<file path="src/rtl/dpram_pkg.sv">
package dpram_pkg;

  // Per-port behaviour of the read output on a cycle where that port writes
  typedef enum logic [1:0] {
    WM_WRITE_FIRST = 2'd0,
    WM_READ_FIRST  = 2'd1,
    WM_NO_CHANGE   = 2'd2
  } wrModeT;

  // Source selected for a port's output register on the next edge
  typedef enum logic [1:0] {
    SEL_HOLD = 2'd0,
    SEL_MEM  = 2'd1,
    SEL_OWN  = 2'd2,
    SEL_PEER = 2'd3
  } selT;

  typedef struct packed {
    logic wrA;
    logic wrB;
    selT  selA;
    selT  selB;
    logic collide;
  } strobeT;

endpackage

</file>
<file path="src/rtl/dpram_wm_ctrl.sv">
module dpram_wm_ctrl
  import dpram_pkg::*;
#(
  parameter int     W      = 9,
  parameter int     AW     = 3,
  parameter wrModeT MODE_A = WM_WRITE_FIRST,
  parameter wrModeT MODE_B = WM_WRITE_FIRST,
  parameter bit     BYPASS = 1'b0
) (
  input  logic [AW-1:0] aAddr,
  input  logic          aWe,
  input  logic          aRe,
  input  logic [W-1:0]  aWdata,
  input  logic [AW-1:0] bAddr,
  input  logic          bWe,
  input  logic          bRe,
  input  logic [W-1:0]  bWdata,
  output strobeT        stb
);

  logic sameAddr;
  logic aHitByB;
  logic bHitByA;

  assign sameAddr = (aAddr == bAddr);
  assign aHitByB  = bWe && sameAddr;
  assign bHitByA  = aWe && sameAddr;

  // Output source for one port, given its mode and what the peer does
  function automatic selT pickSel(wrModeT mode, logic we, logic re, logic peerHit);
    selT s;
    if (we) begin
      case (mode)
        WM_WRITE_FIRST: s = SEL_OWN;
        WM_READ_FIRST:  s = SEL_MEM;
        default:        s = SEL_HOLD;
      endcase
    end else if (re) begin
      s = (BYPASS && peerHit) ? SEL_PEER : SEL_MEM;
    end else begin
      s = SEL_HOLD;
    end
    return s;
  endfunction

  always_comb begin
    stb.wrA     = aWe;
    // port A has priority on a shared address
    stb.wrB     = bWe && !(aWe && sameAddr);
    stb.selA    = pickSel(MODE_A, aWe, aRe, aHitByB);
    stb.selB    = pickSel(MODE_B, bWe, bRe, bHitByA);
    stb.collide = aWe && bWe && sameAddr && (aWdata != bWdata);
  end

endmodule

</file>
<file path="src/rtl/dpram_wm_datapath.sv">
module dpram_wm_datapath
  import dpram_pkg::*;
#(
  parameter int W     = 9,
  parameter int DEPTH = 8,
  parameter int AW    = 3
) (
  input  logic          clk,
  input  logic          rstN,
  input  strobeT        stb,
  input  logic [AW-1:0] aAddr,
  input  logic [W-1:0]  aWdata,
  input  logic [AW-1:0] bAddr,
  input  logic [W-1:0]  bWdata,
  output logic [W-1:0]  aRdata,
  output logic [W-1:0]  bRdata,
  output logic          collide
);

  localparam int NPORT = 2;

  logic [W-1:0]  mem [DEPTH];
  logic [AW-1:0] addrV [NPORT];
  logic [W-1:0]  wdV   [NPORT];
  selT           selV  [NPORT];

  assign addrV[0] = aAddr;
  assign addrV[1] = bAddr;
  assign wdV[0]   = aWdata;
  assign wdV[1]   = bWdata;
  assign selV[0]  = stb.selA;
  assign selV[1]  = stb.selB;

  // Storage: B first, so A lands last when both strobes hit one word
  always_ff @(posedge clk) begin
    if (stb.wrB) mem[bAddr] <= bWdata;
    if (stb.wrA) mem[aAddr] <= aWdata;
  end

  for (genvar p = 0; p < NPORT; p++) begin : gPort
    logic [W-1:0] qReg;
    logic [W-1:0] nextQ;

    always_comb begin
      case (selV[p])
        SEL_MEM:  nextQ = mem[addrV[p]];
        SEL_OWN:  nextQ = wdV[p];
        SEL_PEER: nextQ = wdV[NPORT-1-p];
        default:  nextQ = qReg;
      endcase
    end

    always_ff @(posedge clk or negedge rstN) begin
      if (!rstN) qReg <= '0;
      else       qReg <= nextQ;
    end
  end

  always_ff @(posedge clk or negedge rstN) begin
    if (!rstN) collide <= 1'b0;
    else       collide <= stb.collide;
  end

  assign aRdata = gPort[0].qReg;
  assign bRdata = gPort[1].qReg;

endmodule

</file>
<file path="src/rtl/dpram_wm.sv">
module dpram_wm
  import dpram_pkg::*;
#(
  parameter int     W      = 9,
  parameter int     DEPTH  = 8,
  parameter wrModeT MODE_A = WM_WRITE_FIRST,
  parameter wrModeT MODE_B = WM_WRITE_FIRST,
  parameter bit     BYPASS = 1'b0,
  localparam int    AW     = (DEPTH > 1) ? $clog2(DEPTH) : 1
) (
  input  logic          clk,
  input  logic          rstN,
  input  logic [AW-1:0] aAddr,
  input  logic          aWe,
  input  logic          aRe,
  input  logic [W-1:0]  aWdata,
  output logic [W-1:0]  aRdata,
  input  logic [AW-1:0] bAddr,
  input  logic          bWe,
  input  logic          bRe,
  input  logic [W-1:0]  bWdata,
  output logic [W-1:0]  bRdata,
  output logic          collide
);

  strobeT stb;

  dpram_wm_ctrl #(
    .W(W), .AW(AW), .MODE_A(MODE_A), .MODE_B(MODE_B), .BYPASS(BYPASS)
  ) uCtrl (
    .aAddr(aAddr), .aWe(aWe), .aRe(aRe), .aWdata(aWdata),
    .bAddr(bAddr), .bWe(bWe), .bRe(bRe), .bWdata(bWdata),
    .stb(stb)
  );

  dpram_wm_datapath #(
    .W(W), .DEPTH(DEPTH), .AW(AW)
  ) uData (
    .clk(clk), .rstN(rstN), .stb(stb),
    .aAddr(aAddr), .aWdata(aWdata),
    .bAddr(bAddr), .bWdata(bWdata),
    .aRdata(aRdata), .bRdata(bRdata), .collide(collide)
  );

endmodule

</file>
<file path="config.mk">
export PLATFORM = sky130hd
export DESIGN_NAME = dpram_wm
export DESIGN_NICKNAME = d
export VERILOG_FILES = /design/src/rtl/dpram_pkg.sv /design/src/rtl/dpram_wm_ctrl.sv /design/src/rtl/dpram_wm_datapath.sv /design/src/rtl/dpram_wm.sv
export SDC_FILE = /design/constraint.sdc
export NUM_CORES = 1
export LEC_CHECK = 0
export BUFFER_PORTS_ARGS = -buffer_cell sky130_fd_sc_hd__buf_2
export CAP_MARGIN = 30
export CELL_PAD_IN_SITES_DETAIL_PLACEMENT = 1
export CELL_PAD_IN_SITES_GLOBAL_PLACEMENT = 1
export CORE_AREA = 2 2 119 121
export DETAILED_ROUTE_END_ITERATION = 10
export DIE_AREA = 0 0 121 123
export PLACE_DENSITY_LB_ADDON = 0.2
export SYNTH_ARGS = -nofsm -noshare
export SYNTH_HDL_FRONTEND = slang
export SYNTH_SLANG_ARGS = --single-unit
</file>
<file path="constraint.sdc">
create_clock -name clk -period 3.8 [get_ports clk]
set_input_delay 0.57 -clock clk [delete_from_list [all_inputs] [get_ports clk]]
set_output_delay 0.57 -clock clk [all_outputs]
set_load 0.03 [all_outputs]
</file>
Word level (Yosys, flattened, before mapping)
Memory sizes are Yosys's and may differ from the RTL's.
Cells that the tools add are included.
{"block": "word_totals", "regBits": 19, "mem_count": 1, "ram_bits": 72, "inputBits": 30}
{"block": "op_classes", "eq_ne": 8, "n_mux": 10, "reduce_logical": 8}
{"name": "uData.mem", "depth": 8, "word_bits": 9, "rd": 2, "rd_ports_with_merged_regs": 0, "wr": 2, "line": "dpram_wm_datapath.sv:22", "rtl": "logic [W-1:0] mem [DEPTH];"}
{"operator": "9-bit case mux with 3 select lines", "count": 2}
{"operator": "9-bit inequality test", "count": 1}
{"operator": "2-bit equality test, second input constant", "count": 4}
{"operator": "1-bit two-way mux", "count": 6}
{"operator": "3-bit nonzero test", "count": 2}
{"operator": "1-bit logical AND", "count": 5}
{"operator": "2-bit by 1-bit equality test with 1-bit output, second input constant", "count": 2}
{"operator": "2-bit two-way mux", "count": 2}
{"operator": "3-bit equality test", "count": 1}
{"operator": "1-bit logical NOT", "count": 1}

Logic depth before layout (Yosys ltp)
Gate-level depths: netlist (run 1).
{"block": "depth", "depth_word": 6, "depth_mapped": 7, "depth_no_buf": 4}

By module
A second synthesis (run 1) with hierarchy kept.
{"block": "unflattened", "hier_cells": 432, "area_unflattened_um2": 5656.7}
{"mod": "dpram_wm_datapath", "seq_area_each_um2": 2637.5, "cells_per_inst": 408, "area_per_inst_um2": 5475.3, "n_inst": 1}
{"mod": "dpram_wm_ctrl", "seq_area_each_um2": 0.0, "cells_per_inst": 24, "area_per_inst_um2": 181.4, "n_inst": 1}

Worst setup path after synthesis (run 1)
Ideal clock, no wire load.
{"block": "synth_timing", "path_kind": "in2reg", "from": "input port bAddr[2]", "to": "memory uData.mem[3][0], enable pin", "setup_ps": 403, "slack_ps": 1184, "stages": 4, "arrival_time_ps": 2213, "cell_sequence": "buf_2 -> buf_2 -> buf_2 -> o41ai_1"}
{"item": "from (decl)", "line": "dpram_wm.sv:18", "rtl": "input logic [AW-1:0] bAddr,"}
{"item": "to (decl)", "line": "dpram_wm_datapath.sv:22"}

==> results.md, run 1 <==
- Diodes inserted: 0
- Reg-to-reg slack, setup: 2.24 ns
- Wire length per cell: 28.3 µm
- Synth Net Count: 414
- Clk root buf: clkbuf_16
- Vias in the first global route: 3,854
- DRC violations left: 0
- 1st-iter DRT viols: 266
- Worst-path fanout max: 24
- Total grt overflow: 0
- Postcts setup bufs: 0
- CP Class: in2reg
- Gate Count Post-Synth: 384
- Asr flop ratio synth: 20.9%
- Routed Antenna Nets: 0
- GRT Total Usage: 23.8%
- Mean Syn Cell Area: 13.8 µm²
- H-tree levels: 3
- WHS: 0.204 ns
- Via count: 3,585
- Drt pass-1 iters: 4
- Core region area: 0.0136 mm²
- Final setup viols: 0
- Slew headroom: 33.6%
- Post-synth top area share: 40.7%
- Most common cell in the netlist: mux2_2
- Num rows: 43
- Net count, final: 440
- EDFF count, synth: 72
- Final Cycle Share: 64.2%
- Fin crit period: 2.44 ns
- Final Wtd Congestion: 0.800
- Vias/cell: 6.03
- Final Instance Area: 0.00593 mm²
- Synth top cells by count: mux2_2 (78), edfxtp_1 (72), mux4_2 (25), o22ai_1 (25), dfrtp_1 (19)
- P_leak: 0.00212 µW
- Initial antenna violation count: 0
- Post-DP HPWL: 11,900 µm
- Worst reg2reg path startpoint: uData.mem[7][8]
- Largest net degree at the start of global routing: 25
- Max-slew violation count: 0
- Fin. Hold Viols: 0
- #FFs+latches synth: 91
- Primary FF master, synth: edfxtp_1
- Pwr/cell area: 426 mW/mm²
- Most area-hungry cell type in the Yosys netlist: edfxtp_1
- Die ar.: 0.0149 mm²
- RSZ-0062 raised after global routing: no
- Worst-path clk slew: 0.07 ns
- CP Data Required Time: 3.77 ns
- Hold_buf cts: 0
- Top cells by area, synth: edfxtp_1 (41%), mux2_2 (17%), mux4_2 (11%)
- Critical Path AT: 2.41 ns
- Yosys warnings: 0
- Resized Gates After CTS: 0
- Place WS: 0.962 ns
- Post-DP Area: 0.00563 mm²
- Syn Std Cell Area: 0.00531 mm²
- CTS max path bufs: 2
- Startpoint types: input port
- Port Buffers: 48
- Worst Reg-to-Reg Cells: 4
- Setup crit start: bAddr[1]
- Max-cap viol count: 0
- I/O pin count: 49
- Starting density of the core: 39.0%
- Unique masters post-synth: 50
- Reg-to-reg critical path endpoint: uData.bRdata[8]
- Peak supply drop: 0.000249 V
- Clock latency at the later pin of the worst-skew pair: 0.36 ns
- Total power: 2530 µW
- First-pass GRT wire length: 24,800 µm
- Die H: 123 µm
- CTS tree: done
- Worst-margin pin slew: 0.994 ns
- Setup TNS: 0 ns
- Status: finished clean
- WL final: 16,800 µm
- Layout area overhead: 11.7%
- CP endpoint kind: register
- Layout cells sized above 1: 46.0%
- Worst hold-check path type: in2async
- Die Wd: 121 µm
- Setup ws final: 1.36 ns
- Clock buffer count from CTS: 9
- CTS Sinks: 91
- FMAX: 410 MHz
- Clock Skew: 0.0108 ns
- Seq/Total Area, Yosys: 49.7%
[per-stage QoR]
step,util (%),std cells
after floorplan,-,384
after global placement,41.4,578
after detailed placement,41.4,578
after CTS,43.5,594
after global routing,43.6,595
final,43.6,595
[state kept, by name, indices dropped and copies added (netlist names)]
register / flops
uData.mem: 72
uData.collide: 1
uData.bRdata: 9
uData.aRdata: 9
[critical path: stages]
cell      delay, ns
buf_2          0.48
xor2_1         0.33
o41ai_4        0.19
o21bai_1       0.83
[kinds of logic after synthesis]
family,count (synthesis),synth area share (%)
AOI/OAI and AO/OA,66,8.69
xor gates and xnor gates,12,1.98
buffers and inverters,47,4.69
DFF,91,49.7
muxes,115,29.4
and+or+nand+nor,53,5.58
[placed cells by master, fill, tap and decap left out, drive strengths merged, types with 3 or more instances in the layout]
master,n
a21o,3
a21oi,11
a221oi,3
a22o,3
a31oi,4
buf,58
clkbuf,9
clkinv,5
dfrtp,19
edfxtp,72
inv,4
mux2,78
mux2i,12
mux4,25
nand2,12
nand2b,3
nand3,4
nor2,13
nor2b,4
nor3,6
o21ai,3
o22ai,25
or2,3
xnor2,3
xor2,9
[per-layer routing]
metal | GRT usage [%] | up-vias | share of wire, %
li1 | - | 1563 | -
met1 | 28.7 | 1869 | 40
met2 | 41.1 | 112 | 51
met3 | 4.06 | 41 | 5.2
met4 | 11.9 | 0 | 4.0
met5 | 0 | - | 0
[where the power goes]
| group | switching, µW | leakage [µW] | internal, µW |
|---|---|---|---|
| logic | 251 | 0.00110 | 169 |
| clock network | 402 | 0.000143 | 508 |
| registers | 43.4 | 0.000877 | 1160 |
| total | 697 | 0.00212 | 1830 |
[worst max-delay path by stage]
stage	end	slack (ns)
after floorplan	uData.mem[3][0]	1.18
after global placement	uData.mem[4][1]	1.03
after detailed placement	uData.mem[4][8]	0.96
after CTS	uData.mem[4][7]	1.33
after global routing	uData.mem[2][6]	1.22
final	uData.mem[2][5]	1.36
[final cells by class]
| class | instances | area [µm²] |
|---|---|---|
| Fill cell | 1402 | 7680 |
| Clock inverter | 7 | 68.8 |
| Clock buffer | 9 | 225 |
| Inverter | 4 | 15.0 |
| Timing Repair Buffer | 58 | 315 |
| Sequential cell | 91 | 2640 |
| Multi-Input combinational cell | 246 | 2450 |
| Tap cell | 180 | 225 |
No activity file was read; power rests on OpenSTA's default activity.
==> run 2: changes to the inputs <==
==> constraint.sdc (replaced) <==
create_clock -name clk -period 2.16 [get_ports clk]
set_input_delay 0.324 -clock clk [delete_from_list [all_inputs] [get_ports clk]]
set_output_delay 0.324 -clock clk [all_outputs]
set_load 0.03 [all_outputs]
==> run 2 against run 1 <==
  * Critical path depth rose by 1
  * Sequential share of layout area shrank 2.0 points
  * Clock-buffer cell count grew 2
  * Worst hold slack worse by 0.011 ns
  * Core utilization up 2.1 points
  * Die area stayed put
  * Non-clock buffer count rose by 34
  * First-iteration DRC count fell by 4.5%
  * Global-route usage grew 0.79 points
  * Cell count up 5.7%
  * Worst setup slack got worse by 0.87 ns
  * Largest power group unchanged
==> results.md, run 2 (synthesis gave the netlist of run 1 again) <==
- Status: finished clean
- FF+latch area: 0.00264 mm²
- Final Wtd Congestion: 0.830
- Vias in the first global route: 3,993
- WL final: 17,400 µm
- Resized Gates After CTS: 0
- Fin crit period: 1.67 ns
- Initial antenna violation count: 0
- 1st-iter DRT viols: 254
- Critical Path AT: 1.72 ns
- Hold_buf cts: 1
- Postcts setup bufs: 0
- Net count, final: 474
- RSZ-0062 raised after global routing: no
- Largest reg by FF count: uData.mem
- CP Data Required Time: 2.21 ns
- CTS Sinks: 91
- Largest net degree at the start of global routing: 21
- Filler instances: 1,431
- Total power: 4580 µW
- Pwr/cell area: 737 mW/mm²
- Commonest non-fill, non-tap cell in the layout: mux2_2
- Area of the multi-input gates: 0.00245 mm²
- Number of flip-flops in the largest register: 72
- Layout cells sized above 1: 49.4%
- Max-cap viol count: 0
- CTS max path bufs: 2
- Worst hold-check path type: in2reg
- Post-DP HPWL: 12,400 µm
- Total grt overflow: 0
- Die H: 123 µm
- Setup TNS: 0 ns
- H-tree levels: 3
- GRT Total Usage: 24.6%
- Num rows: 43
- Die ar.: 0.0149 mm²
- Layout area overhead: 17.1%
- Clk root buf: clkbuf_16
- Clock latency at the later pin of the worst-skew pair: 0.35 ns
- CP Class: in2reg
- Peak supply drop: 0.000514 V
- Drt pass-1 iters: 5
- Routed Antenna Nets: 0
- Worst-path clk slew: 0.06 ns
- Slew headroom: 59.9%
- Startpoint types: input port
- Wire length per cell: 27.7 µm
- CTS tree: done
- I/O pin count: 49
- Worst-margin pin slew: 0.600 ns
- Diodes inserted: 0
- Max-slew violation count: 0
- P_leak: 0.00230 µW
- First-pass GRT wire length: 25,700 µm
- Final setup viols: 0
- CP endpoint kind: register
- FMAX: 598 MHz
- Port Buffers: 48
- Clock Skew: 0.00610 ns
- Vias/cell: 6.00
- Die Wd: 121 µm
- Fin. Hold Viols: 0
- Starting density of the core: 39.0%
- Final Cycle Share: 77.4%
- DRC violations left: 0
- Core region area: 0.0136 mm²
- Most frequent cells in the layout: mux2_2 (78), edfxtp_1 (72), buf_2 (48)
- Clock buffer count from CTS: 9
- Via count: 3,771
- Worst-path fanout max: 7
==> run 2: routing by layer <==
metal  part of all wire, %  GRT usage (%)  up-vias
li1                      -              -     1627
met1                    41           30.5     1984
met2                    51           42.3      129
met3                   5.0           4.38       31
met4                   2.7           10.2        0
met5                     0              0        -
==> run 2: final cells by class <==
class,instances,share of cell area (%)
repair buffers,92,9.41
inverters,4,0.241
well taps,180,3.62
multi-input cells,246,39.3
flip-flops and latches,91,42.4
clock buffers,11,3.74
clock inverters,5,1.25
==> run 2: through the flow <==
step	worst slack, ns	instance area [µm²]	hold slack [ns]	utilization [%]	instances
after floorplan	0.0207	5320	0.0284	-	384
after detailed placement	0.159	5900	0.353	43.3	612
after global routing	0.463	6220	0.199	45.7	629
after global placement	0.179	5900	0.350	43.3	612
final	0.487	6220	0.193	45.7	629
after CTS	0.532	6220	0.182	45.7	629
==> run 2: worst paths after layout <==
kind,slack [ns],endpoint,startpoint,depth (start not counted)
min,0.19,uData.bRdata[3],bRe,2
min reg2reg,0.54,uData.aRdata[7],uData.aRdata[7],2
max,0.49,uData.mem[7][7],aAddr[2],5
min in group asynchronous,0.51,uData.aRdata[4],rstN,2
max reg2reg,0.66,uData.aRdata[2],uData.mem[1][2],4
max in group asynchronous,1.27,uData.bRdata[3],rstN,2
==> run 2: power breakdown <==
group	switching [µW]	total, µW	internal (µW)
sequential	73.1	2110	2040
clock	677	1690	1010
combinational	454	787	333
total	1200	4580	3380
==> run 2: critical path: stages <==
cell	delay [ns]
buf_2	0.19
buf_4	0.19
nand4_2	0.44
o31ai_2	0.28
buf_4	0.29
